### config.mk
export PLATFORM = sky130hd
export DESIGN_NAME = addr_router
export DESIGN_NICKNAME = d
export VERILOG_FILES = /design/src/rtl/arouter_pkg.sv /design/src/rtl/arouter_decode.sv /design/src/rtl/arouter_fwd.sv /design/src/rtl/arouter_rsp.sv /design/src/rtl/addr_router.sv
export SDC_FILE = /design/constraint.sdc
export NUM_CORES = 1
export LEC_CHECK = 0
export BUFFER_PORTS_ARGS = -buffer_cell sky130_fd_sc_hd__buf_2
export CORE_AREA = 2 2 102 104
export DETAILED_ROUTE_END_ITERATION = 8
export DIE_AREA = 0 0 104 106
export PLACE_DENSITY_LB_ADDON = 0.1
export SLEW_MARGIN = 20
export SYNTH_ARGS = -nofsm -noshare
export SYNTH_HDL_FRONTEND = slang
export SYNTH_SLANG_ARGS = --single-unit
export TNS_END_PERCENT = 1
### constraint.sdc
create_clock -name clk -period 3.1 [get_ports clk]
set_clock_uncertainty 0.15 [all_clocks]
set_input_delay 0.465 -clock clk [delete_from_list [all_inputs] [get_ports clk]]
set_output_delay 0.465 -clock clk [all_outputs]
set_load 0.1 [all_outputs]
### src/rtl/arouter_pkg.sv
package arouter_pkg;
  typedef enum logic [1:0] {
    CMD_IDLE = 2'b00,
    CMD_WR   = 2'b01,
    CMD_RD   = 2'b10,
    CMD_RSV  = 2'b11
  } cmd_e;

  typedef enum logic [1:0] {
    RSP_NONE = 2'b00,
    RSP_OK   = 2'b01,
    RSP_ERR  = 2'b11
  } rsp_e;

  localparam int N_TGT  = 2;
  localparam int TGT_TX = 0;
  localparam int TGT_RX = 1;
endpackage

### src/rtl/arouter_decode.sv
module arouter_decode #(
  parameter int ADDR_W = 32,
  parameter int SPC_W  = 4,
  parameter int WIN_W  = 12,
  parameter logic [ADDR_W-WIN_W-1:0] ABS_TAG = 20'h30000,
  parameter logic [SPC_W-1:0] SPC_ABS = 4'h0,
  parameter logic [SPC_W-1:0] SPC_CFG = 4'h1
) (
  input  logic [ADDR_W-1:0] addr_i,
  input  logic [SPC_W-1:0]  space_i,
  output logic              hit_o,
  output logic              upper_o,
  output logic [WIN_W-2:0]  offset_o
);
  localparam int TAG_W = ADDR_W - WIN_W;

  logic [TAG_W-1:0] tag;
  assign tag = addr_i[ADDR_W-1:WIN_W];

  always_comb begin
    hit_o = 1'b0;
    if (space_i == SPC_ABS)      hit_o = (tag == ABS_TAG);
    else if (space_i == SPC_CFG) hit_o = (tag == '0);
  end

  assign upper_o  = addr_i[WIN_W-1];
  assign offset_o = addr_i[WIN_W-2:0];
endmodule

### src/rtl/arouter_fwd.sv
module arouter_fwd
  import arouter_pkg::*;
#(
  parameter int DATA_W = 32,
  parameter int OFS_W  = 11
) (
  input  logic              accept_i,
  input  logic              hit_i,
  input  logic              upper_i,
  input  logic [1:0]        kind_i,
  input  logic [OFS_W-1:0]  offset_i,
  input  logic [DATA_W-1:0] wdata_i,
  output logic [1:0]        tgt_cmd_o   [N_TGT],
  output logic [OFS_W-1:0]  tgt_addr_o  [N_TGT],
  output logic [DATA_W-1:0] tgt_wdata_o [N_TGT]
);
  for (genvar g = 0; g < N_TGT; g++) begin : g_tgt
    logic pick;
    assign pick = accept_i && hit_i && (upper_i == (g == TGT_RX));
    assign tgt_cmd_o[g]   = pick ? kind_i   : CMD_IDLE;
    assign tgt_addr_o[g]  = pick ? offset_i : '0;
    assign tgt_wdata_o[g] = pick ? wdata_i  : '0;
  end
endmodule

### src/rtl/arouter_rsp.sv
module arouter_rsp
  import arouter_pkg::*;
#(
  parameter int DATA_W = 32
) (
  input  logic              clk,
  input  logic              rst_n,
  input  logic [1:0]        kind_i,
  input  logic              hit_i,
  input  logic              upper_i,
  output logic              accept_o,
  output logic              cmd_ready_o,
  output logic              rsp_valid_o,
  input  logic              rsp_ready_i,
  output logic [1:0]        rsp_code_o,
  output logic [DATA_W-1:0] rsp_rdata_o,
  input  logic [DATA_W-1:0] tgt_rdata_i [N_TGT]
);
  logic valid_q, err_q, rd_q, sel_q;
  logic cmd_live;

  assign cmd_live    = (kind_i == CMD_WR) || (kind_i == CMD_RD);
  assign cmd_ready_o = rst_n && (!valid_q || rsp_ready_i);
  assign accept_o    = cmd_ready_o && cmd_live;

  always_ff @(posedge clk or negedge rst_n) begin
    if (!rst_n) begin
      valid_q <= 1'b0;
      err_q   <= 1'b0;
      rd_q    <= 1'b0;
      sel_q   <= 1'b0;
    end else if (accept_o) begin
      valid_q <= 1'b1;
      err_q   <= !hit_i;
      rd_q    <= (kind_i == CMD_RD);
      sel_q   <= upper_i;
    end else if (valid_q && rsp_ready_i) begin
      valid_q <= 1'b0;
    end
  end

  assign rsp_valid_o = valid_q;

  always_comb begin
    rsp_code_o  = RSP_NONE;
    rsp_rdata_o = '0;
    if (valid_q) begin
      rsp_code_o = err_q ? RSP_ERR : RSP_OK;
      if (!err_q && rd_q)
        rsp_rdata_o = sel_q ? tgt_rdata_i[TGT_RX] : tgt_rdata_i[TGT_TX];
    end
  end
endmodule

### src/rtl/addr_router.sv
module addr_router
  import arouter_pkg::*;
#(
  parameter int ADDR_W = 32,
  parameter int DATA_W = 32,
  parameter int SPC_W  = 4,
  parameter int WIN_W  = 12,
  parameter logic [ADDR_W-WIN_W-1:0] ABS_TAG = 20'h30000
) (
  input  logic              clk,
  input  logic              rst_n,
  input  logic [1:0]        cmd_kind,
  input  logic [SPC_W-1:0]  cmd_space,
  input  logic [ADDR_W-1:0] cmd_addr,
  input  logic [DATA_W-1:0] cmd_wdata,
  output logic              cmd_ready,
  output logic              rsp_valid,
  input  logic              rsp_ready,
  output logic [1:0]        rsp_code,
  output logic [DATA_W-1:0] rsp_rdata,
  output logic [1:0]        tx_cmd,
  output logic [WIN_W-2:0]  tx_addr,
  output logic [DATA_W-1:0] tx_wdata,
  input  logic [DATA_W-1:0] tx_rdata,
  output logic [1:0]        rx_cmd,
  output logic [WIN_W-2:0]  rx_addr,
  output logic [DATA_W-1:0] rx_wdata,
  input  logic [DATA_W-1:0] rx_rdata
);
  localparam int OFS_W = WIN_W - 1;

  logic             hit, upper, accept;
  logic [OFS_W-1:0] offset;
  logic [1:0]        t_cmd   [N_TGT];
  logic [OFS_W-1:0]  t_addr  [N_TGT];
  logic [DATA_W-1:0] t_wdata [N_TGT];
  logic [DATA_W-1:0] t_rdata [N_TGT];

  arouter_decode #(
    .ADDR_W(ADDR_W), .SPC_W(SPC_W), .WIN_W(WIN_W), .ABS_TAG(ABS_TAG)
  ) u_dec (
    .addr_i(cmd_addr), .space_i(cmd_space),
    .hit_o(hit), .upper_o(upper), .offset_o(offset)
  );

  arouter_fwd #(.DATA_W(DATA_W), .OFS_W(OFS_W)) u_fwd (
    .accept_i(accept), .hit_i(hit), .upper_i(upper), .kind_i(cmd_kind),
    .offset_i(offset), .wdata_i(cmd_wdata),
    .tgt_cmd_o(t_cmd), .tgt_addr_o(t_addr), .tgt_wdata_o(t_wdata)
  );

  assign t_rdata[TGT_TX] = tx_rdata;
  assign t_rdata[TGT_RX] = rx_rdata;

  arouter_rsp #(.DATA_W(DATA_W)) u_rsp (
    .clk(clk), .rst_n(rst_n), .kind_i(cmd_kind), .hit_i(hit), .upper_i(upper),
    .accept_o(accept), .cmd_ready_o(cmd_ready), .rsp_valid_o(rsp_valid),
    .rsp_ready_i(rsp_ready), .rsp_code_o(rsp_code), .rsp_rdata_o(rsp_rdata),
    .tgt_rdata_i(t_rdata)
  );

  assign tx_cmd   = t_cmd[TGT_TX];
  assign tx_addr  = t_addr[TGT_TX];
  assign tx_wdata = t_wdata[TGT_TX];
  assign rx_cmd   = t_cmd[TGT_RX];
  assign rx_addr  = t_addr[TGT_RX];
  assign rx_wdata = t_wdata[TGT_RX];
endmodule

Yosys cells after proc, flatten, opt, wreduce, memory -nomap -nowiden:

Cells that the tools add are included.

* bits in writable memories: 0
* logic and storage cells: 39
* bits of input ports: 137
* latch bits: 0
* output and inout bits: 126
* bits in read-only memories: 0
* memories kept: 0
* register bits after elaboration: 4

* mux-type cells: 15
* add/subtract/negate cells: 0
* multipliers: 0
* shift-type cells: 0
* bitwise operators: 1
* equal/unequal tests: 4
* $lt $le $gt $ge: 0
* div/mod/pow operators: 0
* reductions and logical operators: 15

Operators by type and width (number)
* 32-bit 2-to-1 mux: 5
* 11-bit 2-to-1 mux: 2
* 20-bit by 18-bit == test with 1-bit output (second input constant): 1
* 20-bit logical NOT: 1
* 2-bit 2-to-1 mux: 4
* 1-bit logical AND: 7
* 4-bit by 1-bit == test with 1-bit output (second input constant): 1
* 4-bit logical NOT: 1
* 1-bit 2-to-1 mux: 4
* 1-bit logical NOT: 3
* 2-bit by 1-bit == test with 1-bit output (second input constant): 1
* 2-bit == test (second input constant): 1
* 1-bit logical OR: 2
* 2-bit nonzero test: 1
* 1-bit inverter: 1

Depth between registers and ports, before layout:

* depth in word-level cells: 7
* depth in mapped cells: 7

Cells and area by module:

A second synthesis with hierarchy kept.

* cells, all modules: 233
* area total of the unflattened synthesis: 1950.6 µm²

By module, submodules not included
* arouter_fwd: cells each 120, area an instance 1062.3 µm², instances 1
* arouter_rsp: cells each 89, area an instance 713.2 µm², instances 1
* arouter_decode: cells each 24, area an instance 175.2 µm², instances 1

Worst setup path after synthesis:

Ideal clock, no wire load.

* kind: register to output
* start point: register u_rsp.valid_q (netlist: u_rsp.rsp_valid_o)
* end point: output port tx_addr[10]
* required time: 2.485 ns
* data arrival time: 4.140 ns
* slack: -1.655 ns
* stages on the path, launching flop included: 6
* buffers on the path: 1
* cell sequence: dfrtp_1 > nand2b_1 > nand3b_2 > or4_1 > buf_6 > nor3b_1

* word-level cells in the longest chain between the ends: 7

Ends and longest elaborated chain
* from (decl): RTL line arouter_rsp.sv:19 `logic valid_q, err_q, rd_q, sel_q;`
* from (signal assigned): RTL line arouter_rsp.sv:28 `valid_q <= 1'b0;`
* from (signal assigned): RTL line arouter_rsp.sv:33 `valid_q <= 1'b1;`
* from (signal assigned): RTL line arouter_rsp.sv:38 `valid_q <= 1'b0;`
* 1-bit logical NOT: RTL line arouter_rsp.sv:23 `assign cmd_ready_o = rst_n && (!valid_q || rsp_ready_i);`
* 1-bit logical OR: RTL line arouter_rsp.sv:23
* 1-bit logical AND: RTL line arouter_rsp.sv:23
* 1-bit logical AND: RTL line arouter_rsp.sv:24 `assign accept_o = cmd_ready_o && cmd_live;`
* 1-bit logical AND (2 in series): RTL line arouter_fwd.sv:19 `assign pick = accept_i && hit_i && (upper_i == (g == TGT_RX));`
* 11-bit 2-to-1 mux: RTL line arouter_fwd.sv:21 `assign tgt_addr_o[g] = pick ? offset_i : '0;`
* to (decl): RTL line addr_router.sv:22 `output logic [WIN_W-2:0] tx_addr,`

No other way between the ends.

Worst setup path after layout:

* start point: input port cmd_kind[0]
* end point: output port tx_wdata[24]

* word-level cells in the longest chain between the ends: 6

Ends and longest elaborated chain
* from (decl): RTL line addr_router.sv:12 `input logic [1:0] cmd_kind,`
* 2-bit by 1-bit == test with 1-bit output / 2-bit == test (equally long branches): RTL line arouter_rsp.sv:22 `assign cmd_live = (kind_i == CMD_WR) || (kind_i == CMD_RD);`
* 1-bit logical OR *: RTL line arouter_rsp.sv:22
* 1-bit logical AND *: RTL line arouter_rsp.sv:24
* 1-bit logical AND * (2 in series): RTL line arouter_fwd.sv:19
* 32-bit 2-to-1 mux *: RTL line arouter_fwd.sv:22 `assign tgt_wdata_o[g] = pick ? wdata_i : '0;`
* to (decl): RTL line addr_router.sv:23 `output logic [DATA_W-1:0] tx_wdata,`

Every way passes the cells marked *; elsewhere a longest branch is shown, timed or not.

==> flow_summary.ini <==
[status]
outcome = complete, no violations

[cts]
clock-sinks = 4
numCtsBuffers = 3
cts_tree = yes
cts_root_buf = sky130_fd_sc_hd__clkbuf_8
path_clk_slew_ps = 30
clockBufferDepth = 2
clkLatencyLatePin_ps = 220
h_tree_lvls = 1

[critical_path]
worst-setup-path-type = input port to output pin
worst-path-buf-inv = 4
worst_path_dominant_cell_family = simple AND/OR/NAND/NOR gates
critical_path_peak_fanout = 20
arrival_ps = 2360
sequence_of_cells_on_the_critical_path = buf_2, inv_12, ha_4, nand3b_4, or4_4, buf_12, nor3b_4, buf_12
cpPeakStageDelay_ps = 630
cp_data_required_time_ps = 2480
startpoint_type = input port
crit_start = cmd_kind[0]
r2r-start = u_rsp.rsp_valid_o
crit_path_top_delay_cell = sky130_fd_sc_hd__or4_4
endpoint_kind = output pin
critical_path.most_common_cell = sky130_fd_sc_hd__buf_12

[drt]
num_vias = 2511
ant_nets = 0
avgViaCountPerCell = 4.18
dr.pass1.iters = 4
drt-wirelength-per-cell_um = 13.8
wirelength_um = 8300
drt-initial-drc-count = 67
drc = 0

[finish]
finish.cell_count_without_fillers = 601
final_cell_area_um2 = 4950
layout-drive-gt1-share = 0.720
most_frequent_cells_in_the_layout = sky130_fd_sc_hd__buf_2, sky130_fd_sc_hd__buf_12, sky130_fd_sc_hd__and3_1
layout.cells.most_common = sky130_fd_sc_hd__buf_2
finish.net_count = 604
finalCoreUtilization = 0.495
area_delta_synth_final_pct = 188
layout.filler_cells = 939
antenna_cells = 0

[synthesis]
synth-seq-area-share = 0.0583
synth.area.top_cells = sky130_fd_sc_hd__nor3b_2, sky130_fd_sc_hd__mux2i_1, sky130_fd_sc_hd__and3_1, sky130_fd_sc_hd__nor2_1, sky130_fd_sc_hd__dfrtp_1
unique_masters_post_synth = 28
ys_ff_latch = 4
synth_top_area_frac = 0.284
synth_async_sr_flop_share = 1.00
synthCells = 210
synth_largest_area_cell = sky130_fd_sc_hd__nor3b_2
synth-edff-count = 0
post_synth.cell_area_avg_um2 = 8.18
synthesis.nets = 348
yosysWarnings = 0
synthesis.area_um2 = 1720
ys_dominant_reg_cell = sky130_fd_sc_hd__dfrtp_1

[timing]
clock.fmax_mhz = 336
min_period_over_period = 0.959
rsz_0062_raised_after_global_routing = no
finalHoldViolCount = 0
tightest_slew_ps = 511
headroom_to_the_max_slew_limit = 0.659
minimum_clock_period_after_layout_ps = 2970
worst_slack_ps = 127
setup_violation_total_in_the_final_timing_report = 0
drv_slew = 0

[floorplanning]
die_area_um2 = 11000
pin_count = 263
die_h_um = 106
initial_utilization = 0.172
chipWidth_um = 104
area_of_the_core_region_um2 = 10000
fp-row-count = 37

[power_and_ir_drop]
power.density_cell_area_nw_per_um2 = 112
p_leak_uw = 0.00254
vdd_ir_drop_max_v = 0.000253

[placement]
port-buffer-count = 262
detailed_place.area_um2 = 4890
numPlacedInstances = 596
globalplace.congestion = 0.734
post-dp-hpwl_um = 7170
dp_worst_setup_slack_ps = 105

[global_route]
globalRoute.totalOverflow = 0
grt_pass1_vias = 2414
antenna_found_initial = 0
grt_max_degree = 41
grt_usage = 0.141
grt_pass1_wl_um = 12800

[flow_run]
max-cap-violations = 0

[worst_hold_path]
type_of_the_most_critical_hold_path = flop to flop
hp-start = u_rsp.rd_q
## registers in the layout, indices dropped and copies added (netlist names)
register	cells
u_rsp.err_q	1
u_rsp.rd_q	1
u_rsp.rsp_valid_o	1
u_rsp.sel_q	1
## final timing paths
path                                          end  slack [ps]  cells after the start
worst max register to register        u_rsp.err_q        1390                      6
min in group asynchronous       u_rsp.rsp_valid_o         520                      2
worst min-delay path                   u_rsp.rd_q         370                      1
worst max-delay path                 tx_wdata[24]         130                      8
max in group asynchronous       u_rsp.rsp_valid_o        2080                      2
worst min register to register         u_rsp.rd_q         370                      1
## report_power, final
group	leakage, µW	switching [µW]	internal [µW]
clock network	0.0000228	27.4	87.9
registers	0.0000446	5.17	61.2
logic	0.00248	194	176
total	0.00254	227	325
## synth_stat cells, types with 3 or more instances
library cell,n
sky130_fd_sc_hd__and3_1,45
sky130_fd_sc_hd__nor3b_2,39
sky130_fd_sc_hd__nor2_1,34
sky130_fd_sc_hd__mux2i_1,32
sky130_fd_sc_hd__clkbuf_1,20
sky130_fd_sc_hd__nor3b_1,5
sky130_fd_sc_hd__buf_12,4
sky130_fd_sc_hd__dfrtp_1,4
sky130_fd_sc_hd__nor4_1,3
## worst reg2reg max path: cells and delay by family, from the launching register on
kind            cells  cell delay [ps]
simple gates        3              510
flops               1              500
buf+inv             2              370
compound gates      1               60
## metal layers
layer,share of wire,up-vias,track usage
met3,0.072,2,0.0239
li1,-,1263,-
met1,0.38,1108,0.162
met4,0.0054,0,0.0232
met5,0,-,0
met2,0.54,138,0.275
## area by class of cell
type	count	area, µm²	area share
timing repair buffer	278	2840	0.573
multi-input combinational	177	1770	0.358
tap	136	170	0.0344
sequential	4	104	0.0210
clock buffer	4	45.0	0.00910
inverter	2	20.0	0.00405
## kinds of logic after synthesis
group,synth area share
compound gates,0.00583
simple gates,0.621
mux,0.200
flops,0.0583
fa+ha+maj,0.00728
buf+inv,0.108
## through the flow
step	power, µW	hold slack (ps)	setup TNS (ps)
after floorplan	313	19.4	-3350
after global placement	436	154	0
after detailed placement	442	154	0
after CTS	562	373	0
after global routing	590	380	0
final	552	365	0
## timing repair
item / 4_1_cts / 5_1_grt
buffers inserted: 0 / 0
gates resized for setup: 0 / 0
hold buffers: 1 / 0
hold endpoints to repair: 4 / 0
Power figures use the tool's default switching activity.
